<file path="src/rtl/pkt_scr_pkg.sv">
// Shared parameters and the key step function for the packet scrambler.
// Assumes a key width that is a whole number of bytes and a power-of-two
// lane count.
package pkt_scr_pkg;
    localparam int KEY_W     = 32;
    localparam int BYTE_W    = 8;
    localparam int TAP_MID   = 21;
    localparam int SEL_BITS  = 5;
    localparam int BASE_STEP = 35;
    localparam logic [BYTE_W-1:0] KEEP_MASK = 8'h28;

    // One key step: shift right, feedback into the top bit.
    function automatic logic [KEY_W-1:0] key_step(input logic [KEY_W-1:0] k);
        return {k[0] ^ k[1] ^ k[TAP_MID] ^ k[KEY_W-1], k[KEY_W-1:1]};
    endfunction
endpackage

</file>
<file path="src/rtl/scr_key_core.sv">
// Key register with a self-timed advance. An advance starts on 'start' and
// runs sel+BASE steps, one per clock. Clear beats load, and both beat an
// advance. Assumes 'start' is only raised while not busy.
module scr_key_core
    import pkt_scr_pkg::*;
#(
    parameter int W    = KEY_W,
    parameter int SEL  = SEL_BITS,
    parameter int BASE = BASE_STEP
) (
    input  logic         clk,
    input  logic         rst_n,
    input  logic         clr,
    input  logic         load,
    input  logic [W-1:0] load_val,
    input  logic         start,
    output logic [W-1:0] key,
    output logic         busy
);
    localparam int RW = $clog2((1 << SEL) + BASE + 1);

    logic [RW-1:0] remain;

    // Key, busy flag and step counter update.
    always_ff @(posedge clk) begin
        if (!rst_n) begin
            key    <= '0;
            busy   <= 1'b0;
            remain <= '0;
        end else if (clr) begin
            key    <= '0;
            busy   <= 1'b0;
            remain <= '0;
        end else if (load) begin
            key    <= load_val;
            busy   <= 1'b0;
            remain <= '0;
        end else if (busy) begin
            key    <= key_step(key);
            remain <= remain - 1'b1;
            if (remain == RW'(1)) busy <= 1'b0;
        end else if (start) begin
            busy   <= 1'b1;
            remain <= RW'(key[SEL-1:0]) + RW'(BASE);
        end
    end
endmodule

</file>
<file path="src/rtl/scr_byte_xform.sv">
// Combinational byte mask: selects one key lane and XORs it into the byte.
// In scramble direction, byte 0 keeps the KEEP bits unmasked.
module scr_byte_xform
    import pkt_scr_pkg::*;
#(
    parameter int W  = KEY_W,
    parameter int BW = BYTE_W,
    parameter logic [BW-1:0] KEEP = KEEP_MASK,
    localparam int LANES = W / BW,
    localparam int LW    = $clog2(LANES)
) (
    input  logic [W-1:0]  key,
    input  logic [LW-1:0] lane,
    input  logic          first,
    input  logic          scramble,
    input  logic [BW-1:0] din,
    output logic [BW-1:0] dout
);
    logic [BW-1:0] mask;
    logic [BW-1:0] keep;

    // Pick the lane and apply the pass-through bits.
    always_comb begin
        mask = key[lane*BW +: BW];
        keep = (first && scramble) ? KEEP : '0;
        dout = (din & keep) | ((din ^ mask) & ~keep);
    end
endmodule

</file>
<file path="src/rtl/pkt_scrambler.sv">
// Packet stream scrambler top. It accepts bytes when not busy, masks them
// with the current key and registers the result. An end-of-packet byte
// starts the key advance. Assumes every packet's first byte carries in_sop.
module pkt_scrambler
    import pkt_scr_pkg::*;
#(
    parameter int W  = KEY_W,
    parameter int BW = BYTE_W
) (
    input  logic          clk,
    input  logic          rst_n,
    input  logic          key_clr,
    input  logic          key_load,
    input  logic [W-1:0]  key_value,
    input  logic          in_valid,
    output logic          in_ready,
    input  logic [BW-1:0] in_data,
    input  logic          in_sop,
    input  logic          in_eop,
    input  logic          in_dir,
    output logic          out_valid,
    output logic [BW-1:0] out_data,
    output logic          out_sop,
    output logic          out_eop,
    output logic          busy
);
    localparam int LANES = W / BW;
    localparam int LW    = $clog2(LANES);

    logic [W-1:0]  key_q;
    logic [LW-1:0] lane_q;
    logic [LW-1:0] lane_cur;
    logic [BW-1:0] masked;
    logic          accept;

    assign in_ready = !busy;
    assign accept   = in_valid && !busy;
    assign lane_cur = in_sop ? '0 : lane_q;

    scr_key_core #(.W(W)) u_core (
        .clk      (clk),
        .rst_n    (rst_n),
        .clr      (key_clr),
        .load     (key_load),
        .load_val (key_value),
        .start    (accept && in_eop),
        .key      (key_q),
        .busy     (busy)
    );

    scr_byte_xform #(.W(W), .BW(BW)) u_xform (
        .key      (key_q),
        .lane     (lane_cur),
        .first    (in_sop),
        .scramble (in_dir),
        .din      (in_data),
        .dout     (masked)
    );

    // Byte position counter within a packet, modulo the lane count.
    always_ff @(posedge clk) begin
        if (!rst_n)      lane_q <= '0;
        else if (accept) lane_q <= lane_cur + 1'b1;
    end

    // Registered output stage.
    always_ff @(posedge clk) begin
        if (!rst_n) begin
            out_valid <= 1'b0;
            out_data  <= '0;
            out_sop   <= 1'b0;
            out_eop   <= 1'b0;
        end else begin
            out_valid <= accept;
            if (accept) begin
                out_data <= masked;
                out_sop  <= in_sop;
                out_eop  <= in_eop;
            end
        end
    end
endmodule

</file>
<file path="config.mk">
export PLATFORM = sky130hd
export DESIGN_NAME = pkt_scrambler
export DESIGN_NICKNAME = d
export VERILOG_FILES = /design/src/rtl/pkt_scr_pkg.sv /design/src/rtl/scr_key_core.sv /design/src/rtl/scr_byte_xform.sv /design/src/rtl/pkt_scrambler.sv
export SDC_FILE = /design/constraint.sdc
export NUM_CORES = 1
export LEC_CHECK = 0
export ABC_AREA = 1
export BUFFER_PORTS_ARGS = -buffer_cell sky130_fd_sc_hd__buf_2
export CORE_MARGIN = 4
export CORE_UTILIZATION = 38
export CTS_BUF_LIST = sky130_fd_sc_hd__clkbuf_4
export CTS_CLUSTER_SIZE = 25
export DETAILED_ROUTE_END_ITERATION = 12
export PLACE_DENSITY_LB_ADDON = 0.2
export SETUP_SLACK_MARGIN = 0.5
export SYNTH_ARGS = -nofsm -noshare
export SYNTH_HDL_FRONTEND = slang
export SYNTH_SLANG_ARGS = --single-unit
</file>
<file path="constraint.sdc">
create_clock -name clk -period 2.2 [get_ports clk]
set_input_delay 0.33 -clock clk [delete_from_list [all_inputs] [get_ports clk]]
set_output_delay 0.33 -clock clk [all_outputs]
set_load 0.02 [all_outputs]
</file>
==> After elaboration in Yosys (flattened, before gate mapping) <==
Cells that the tools add are included.
{ "word_totals": {"wordCells": 39, "ff_bits": 53, "output_inout_bits": 13} }
{ "classes": {"n_addsub": 3, "mux": 9, "reduce_logical": 8, "bitwise": 9, "n_eq_ne": 1, "shift": 1} }
{ "ops": {"columns": ["op", "n"], "rows": [
  ["two-way mux 32 bit", 2],
  ["variable part select 32 x 6 -> 8 bit", 1],
  ["AND 8 bit", 2],
  ["two-way mux 7 bit", 2],
  ["inverter 8 bit", 1],
  ["OR 8 bit", 1],
  ["bitwise XOR 8 bit", 1],
  ["adder 5 x 6 -> 7 bit, second input constant", 1],
  ["== test 7 x 1 -> 1 bit, second input constant", 1],
  ["subtractor 7 x 1 -> 7 bit, second input constant", 1],
  ["two-way mux 6 bit", 1],
  ["nonzero test 2 bit", 2],
  ["logical AND 1 bit", 3],
  ["two-way mux 1 bit", 3],
  ["OR reduction 3 bit", 1],
  ["bitwise XOR 1 bit", 3],
  ["adder 2 x 1 -> 2 bit, second input constant", 1],
  ["two-way mux 2 bit", 1],
  ["OR reduction 2 bit", 1],
  ["logical NOT 1 bit", 1],
  ["inverter 1 bit", 1]
]} }

==> Longest topological paths before layout <==
{ "logic_depth": {"word_depth": 5, "mapped_depth": 10} }

==> Modules after synthesis <==
From an unflattened synthesis, not the netlist that was laid out.
{ "unflattened": {"hier_cells": 438, "hier_area_um2": 2866.5} }
{ "by_module_without_submodules": {"columns": ["module", "n_inst", "area_per_inst_um2", "seq_area_each_um2", "cells_each"], "rows": [
  ["scr_key_core", 1, 1958.1, 800.8, 285],
  ["pkt_scrambler", 1, 500.5, 260.2, 66],
  ["scr_byte_xform", 1, 407.9, 0.0, 87]
]} }

==> Worst setup path after synthesis <==
OpenSTA, ideal clock, no wires.
{ "synth_path": {"kind": "flip-flop to flip-flop", "from": "reg u_core.busy", "to": "reg out_data[3]", "path_stages_with_launch": 7, "required_time_ns": 2.083, "setup_slack_ns": 0.865, "t_arrival_ns": 1.218, "period_less_slack_ns": 1.335, "path_cell_list": "dfxtp_1 -> inv_4 -> nand2_4 -> inv_2 -> buf_4 -> o21ai_0 -> nor2_1"} }
{ "synth_via": {"elab_chain_len": 2} }
{ "synth_rtl": {"columns": ["element", "line", "rtl"], "rows": [
  ["start, declared", "scr_key_core.sv:18", "output logic busy"],
  ["start signal, assigned", "scr_key_core.sv:28", "busy <= 1'b0;"],
  ["start signal, assigned", "scr_key_core.sv:32", "busy <= 1'b0;"],
  ["start signal, assigned", "scr_key_core.sv:36", "busy <= 1'b0;"],
  ["logical NOT 1 bit", null, null],
  ["named net in_ready", "pkt_scrambler.sv:16", "output logic in_ready,"],
  ["logical AND 1 bit", "pkt_scrambler.sv:37", "assign accept = in_valid && !busy;"],
  ["end signal, assigned", "pkt_scrambler.sv:76", "out_data <= masked;"],
  ["end, declared", "pkt_scrambler.sv:22", "output logic [BW-1:0] out_data,"]
]} }
The timed path passes the listed nets, and every way through them passes these cells.
A chain may end at the register's enable or synchronous reset.

==> Final worst setup path <==
{ "layout_path": {"from": "reg u_core.busy", "to": "out busy"} }
{ "layout_lines": {"columns": ["element", "line", "rtl"], "rows": [
  ["end, declared", "pkt_scrambler.sv:25", "output logic busy"]
]} }
No word-level cell between the ends.

==> results.sh <==
export IMPL_drive_gt1_frac=0.190
export IMPL_overflow=0
export IMPL_syn_area_sq_um=2890
export IMPL_fmax_ghz=0.630
export IMPL_start_kind="flip-flop"
export IMPL_die_area_sq_um=9080
export IMPL_end_kind="output port"
export IMPL_fin_skew_ns=0.0133
export IMPL_hold_path_class="primary input to flip-flop"
export IMPL_critPathKind="flip-flop to output port"
export IMPL_ant_nets=0
export IMPL_fin_tns_setup_ns=0
export IMPL_cts_tree="done"
export IMPL_reg2reg_depth=6
export IMPL_wl_per_cell_microns=12.9
export IMPL_wl_mm=7.52
export IMPL_die_h_microns=95.3
export IMPL_firstDrtPassIters=4
export IMPL_maxSlewViolCount=0
export IMPL_syn_inst=429
export IMPL_setup_viol=0
export IMPL_seq_area_frac_synth=0.367
export IMPL_r2r_start="u_core.busy"
export IMPL_p_leak_nw=1.59
export IMPL_n_antenna_cell=0
export IMPL_root_buffer="clkbuf_4"
export IMPL_syn_nets=480
export IMPL_ios=61
export IMPL_regToRegEndpoint="u_core.key[31]"
export IMPL_yosys_area_share_simple=0.304
export IMPL_power_mw=1.78
export IMPL_syn2layout_area_growth_pct=13.9
export IMPL_startpoint="u_core.busy"
export IMPL_synth_xor_area_frac=0.0121
export IMPL_endpoint="busy"
export IMPL_clkTransAtPathRegs_ns=0.15
export IMPL_r2r_setup_slack_ns=0.69
export IMPL_vias=2822
export IMPL_synthAdderAreaFrac=0.0130
export IMPL_grt_first_pass_wirelength_mm=12.4
export IMPL_status="complete, no violations"
export IMPL_slew_headroom=0.685
export IMPL_worstPathArrival_ns=1.26
export IMPL_detail_route_vias_per_cell=4.85
export IMPL_clock_sinks=53
export IMPL_grt_pass1_vias=2632
export IMPL_cts_buffer_depth=2
export IMPL_cts_made_buffers=5
export IMPL_core_area_sq_um=7330
export IMPL_synth_cell_types=31
export IMPL_drt_initial_drc_count=136
export IMPL_fin_crit_ns=1.59
export IMPL_route_detailed_drc=0
export IMPL_ys_warn_count=0
export IMPL_synth_top_family_by_area="simple AND/OR/NAND/NOR gates"
export IMPL_final_nets=533
export IMPL_cp_required_ns=1.87
export IMPL_ys_seq_elements=53
export IMPL_syn_area_per_cell_sq_um=6.75
export IMPL_htreeDepth=2
export IMPL_dp_hpwl_mm=5.72
export IMPL_rows=31
export IMPL_grt_max_degree=27
export IMPL_clock_latency_ns=0.37
export IMPL_tightest_slew_ns=0.472
export IMPL_io_buffers=60
export IMPL_cts_hold_buf=0
export IMPL_rsz0062_at_grt="false"
export IMPL_grt_usage=0.173
export IMPL_start_util=0.395
export IMPL_gp_routability_congestion=0.841
export IMPL_drv_cap=0
export IMPL_die_w_microns=95.3
export IMPL_synthMuxAreaShare=0
export IMPL_hold_viol_final=0
export IMPL_cp_max_fo=10
export IMPL_synth_compound_area_frac=0.183
export IMPL_vdd_drop_max_mv=0.204
export IMPL_p_per_area_nw_per_um2=539
export IMPL_fin_crit_sh=0.721
export IMPL_antenna_found_initial=0
sequential cells by signal, indices dropped and copies added, names as in the netlist:
signal / flops
out_data: 8
u_core.busy: 1
out_valid: 1
u_core.key: 32
u_core.remain: 7
out_sop: 1
out_eop: 1
lane_q: 2
final cells by class:
type,count,area [sq um]
Clock buffer,5,37.5
Clock inverter,3,12.5
Fill cell,770,4040
Inverter,62,235
Multi-Input combinational cell,296,1480
Sequential cell,53,1060
Tap cell,99,124
Timing Repair Buffer,64,343
metrics by stage:
step | setup slack (ns) | area (sq um) | hold WS [ns] | instances | utilization
5_1_grt | 0.550 | 3300 | 0.214 | 582 | 0.450
3_3_place_gp | 0.671 | 3240 | 0.464 | 574 | 0.443
2_1_floorplan | 0.865 | 2890 | 0.443 | 429 | -
4_1_cts | 0.618 | 3290 | 0.205 | 582 | 0.449
3_5_place_dp | 0.642 | 3240 | 0.467 | 574 | 0.443
6_report | 0.614 | 3300 | 0.216 | 582 | 0.450
metal layers:
metal | GRT usage | part of all wire | vias up
met5 | 0 | 0 | -
met4 | 0.0349 | 0.0096 | 0
met3 | 0.0284 | 0.048 | 7
met2 | 0.283 | 0.46 | 61
met1 | 0.239 | 0.48 | 1261
li1 | - | - | 1493
how the worst min path moves through the flow:
stage / startpoint / to / slack [ns] / cells past startpoint
global placement: lane_q[1] / lane_q[1] / 0.46 / 1
finish: key_value[23] / u_core.key[23] / 0.22 / 3
global route: key_value[26] / u_core.key[26] / 0.21 / 3
detailed placement: out_eop / out_eop / 0.47 / 2
CTS: key_value[23] / u_core.key[23] / 0.21 / 3
floorplan: lane_q[1] / lane_q[1] / 0.44 / 1
cell usage after synthesis (all sizes together):
master,number,area [sq um]
o21ai,26,134
a31o,5,43.8
a22oi,18,135
xnor2,2,17.5
nand2,124,480
a21oi,24,120
buf,16,109
dfxtp,53,1060
nor3,2,10.0
nor4,1,6.26
nor2,37,191
o21a,5,37.5
xor2,2,17.5
nand3,37,185
a31oi,7,43.8
inv,62,235
ha,3,37.5
o211ai,2,15.0
clkbuf,2,7.51
nand4,1,6.26
cell usage in the layout, fill, tap and decap left out, drive strengths merged:
cell type / Yosys / final
inv: 62 / 62
nand2: 124 / 124
xor2: 2 / 2
nor4: 1 / 1
clkbuf: 2 / 5
nand3: 37 / 37
a21oi: 24 / 24
xnor2: 2 / 2
a31oi: 7 / 7
dfxtp: 53 / 53
buf: 16 / 64
ha: 3 / 3
a31o: 5 / 5
o21ai: 26 / 26
nor3: 2 / 2
nand4: 1 / 1
nor2: 37 / 37
clkinv: 0 / 3
o211ai: 2 / 2
o21a: 5 / 5
a22oi: 18 / 18
what timing repair did:
item	4_1_cts	5_1_grt
resized for setup	0	1
endpoints found under the setup margin	0	7
buffers inserted	0	0
cells by family after synthesis:
group | Yosys count
AOI/OAI and AO/OA | 87
xor gates and xnor gates | 4
adders and majority gates | 3
buffers and inverters | 80
DFF | 53
and+or+nand+nor | 202
critical path, cell delays in order, from the launching register on:
cell and delay, ns:
dfxtp_1 0.48, buf_4 0.23, buf_2 0.18
where the power goes:
part	internal, mW	switching [mW]	leakage, nW	total, mW
registers	0.999	0.0339	0.433	1.03
logic	0.128	0.196	1.13	0.324
clock network	0.117	0.301	0.0300	0.418
Power figures use the tool's default switching activity.
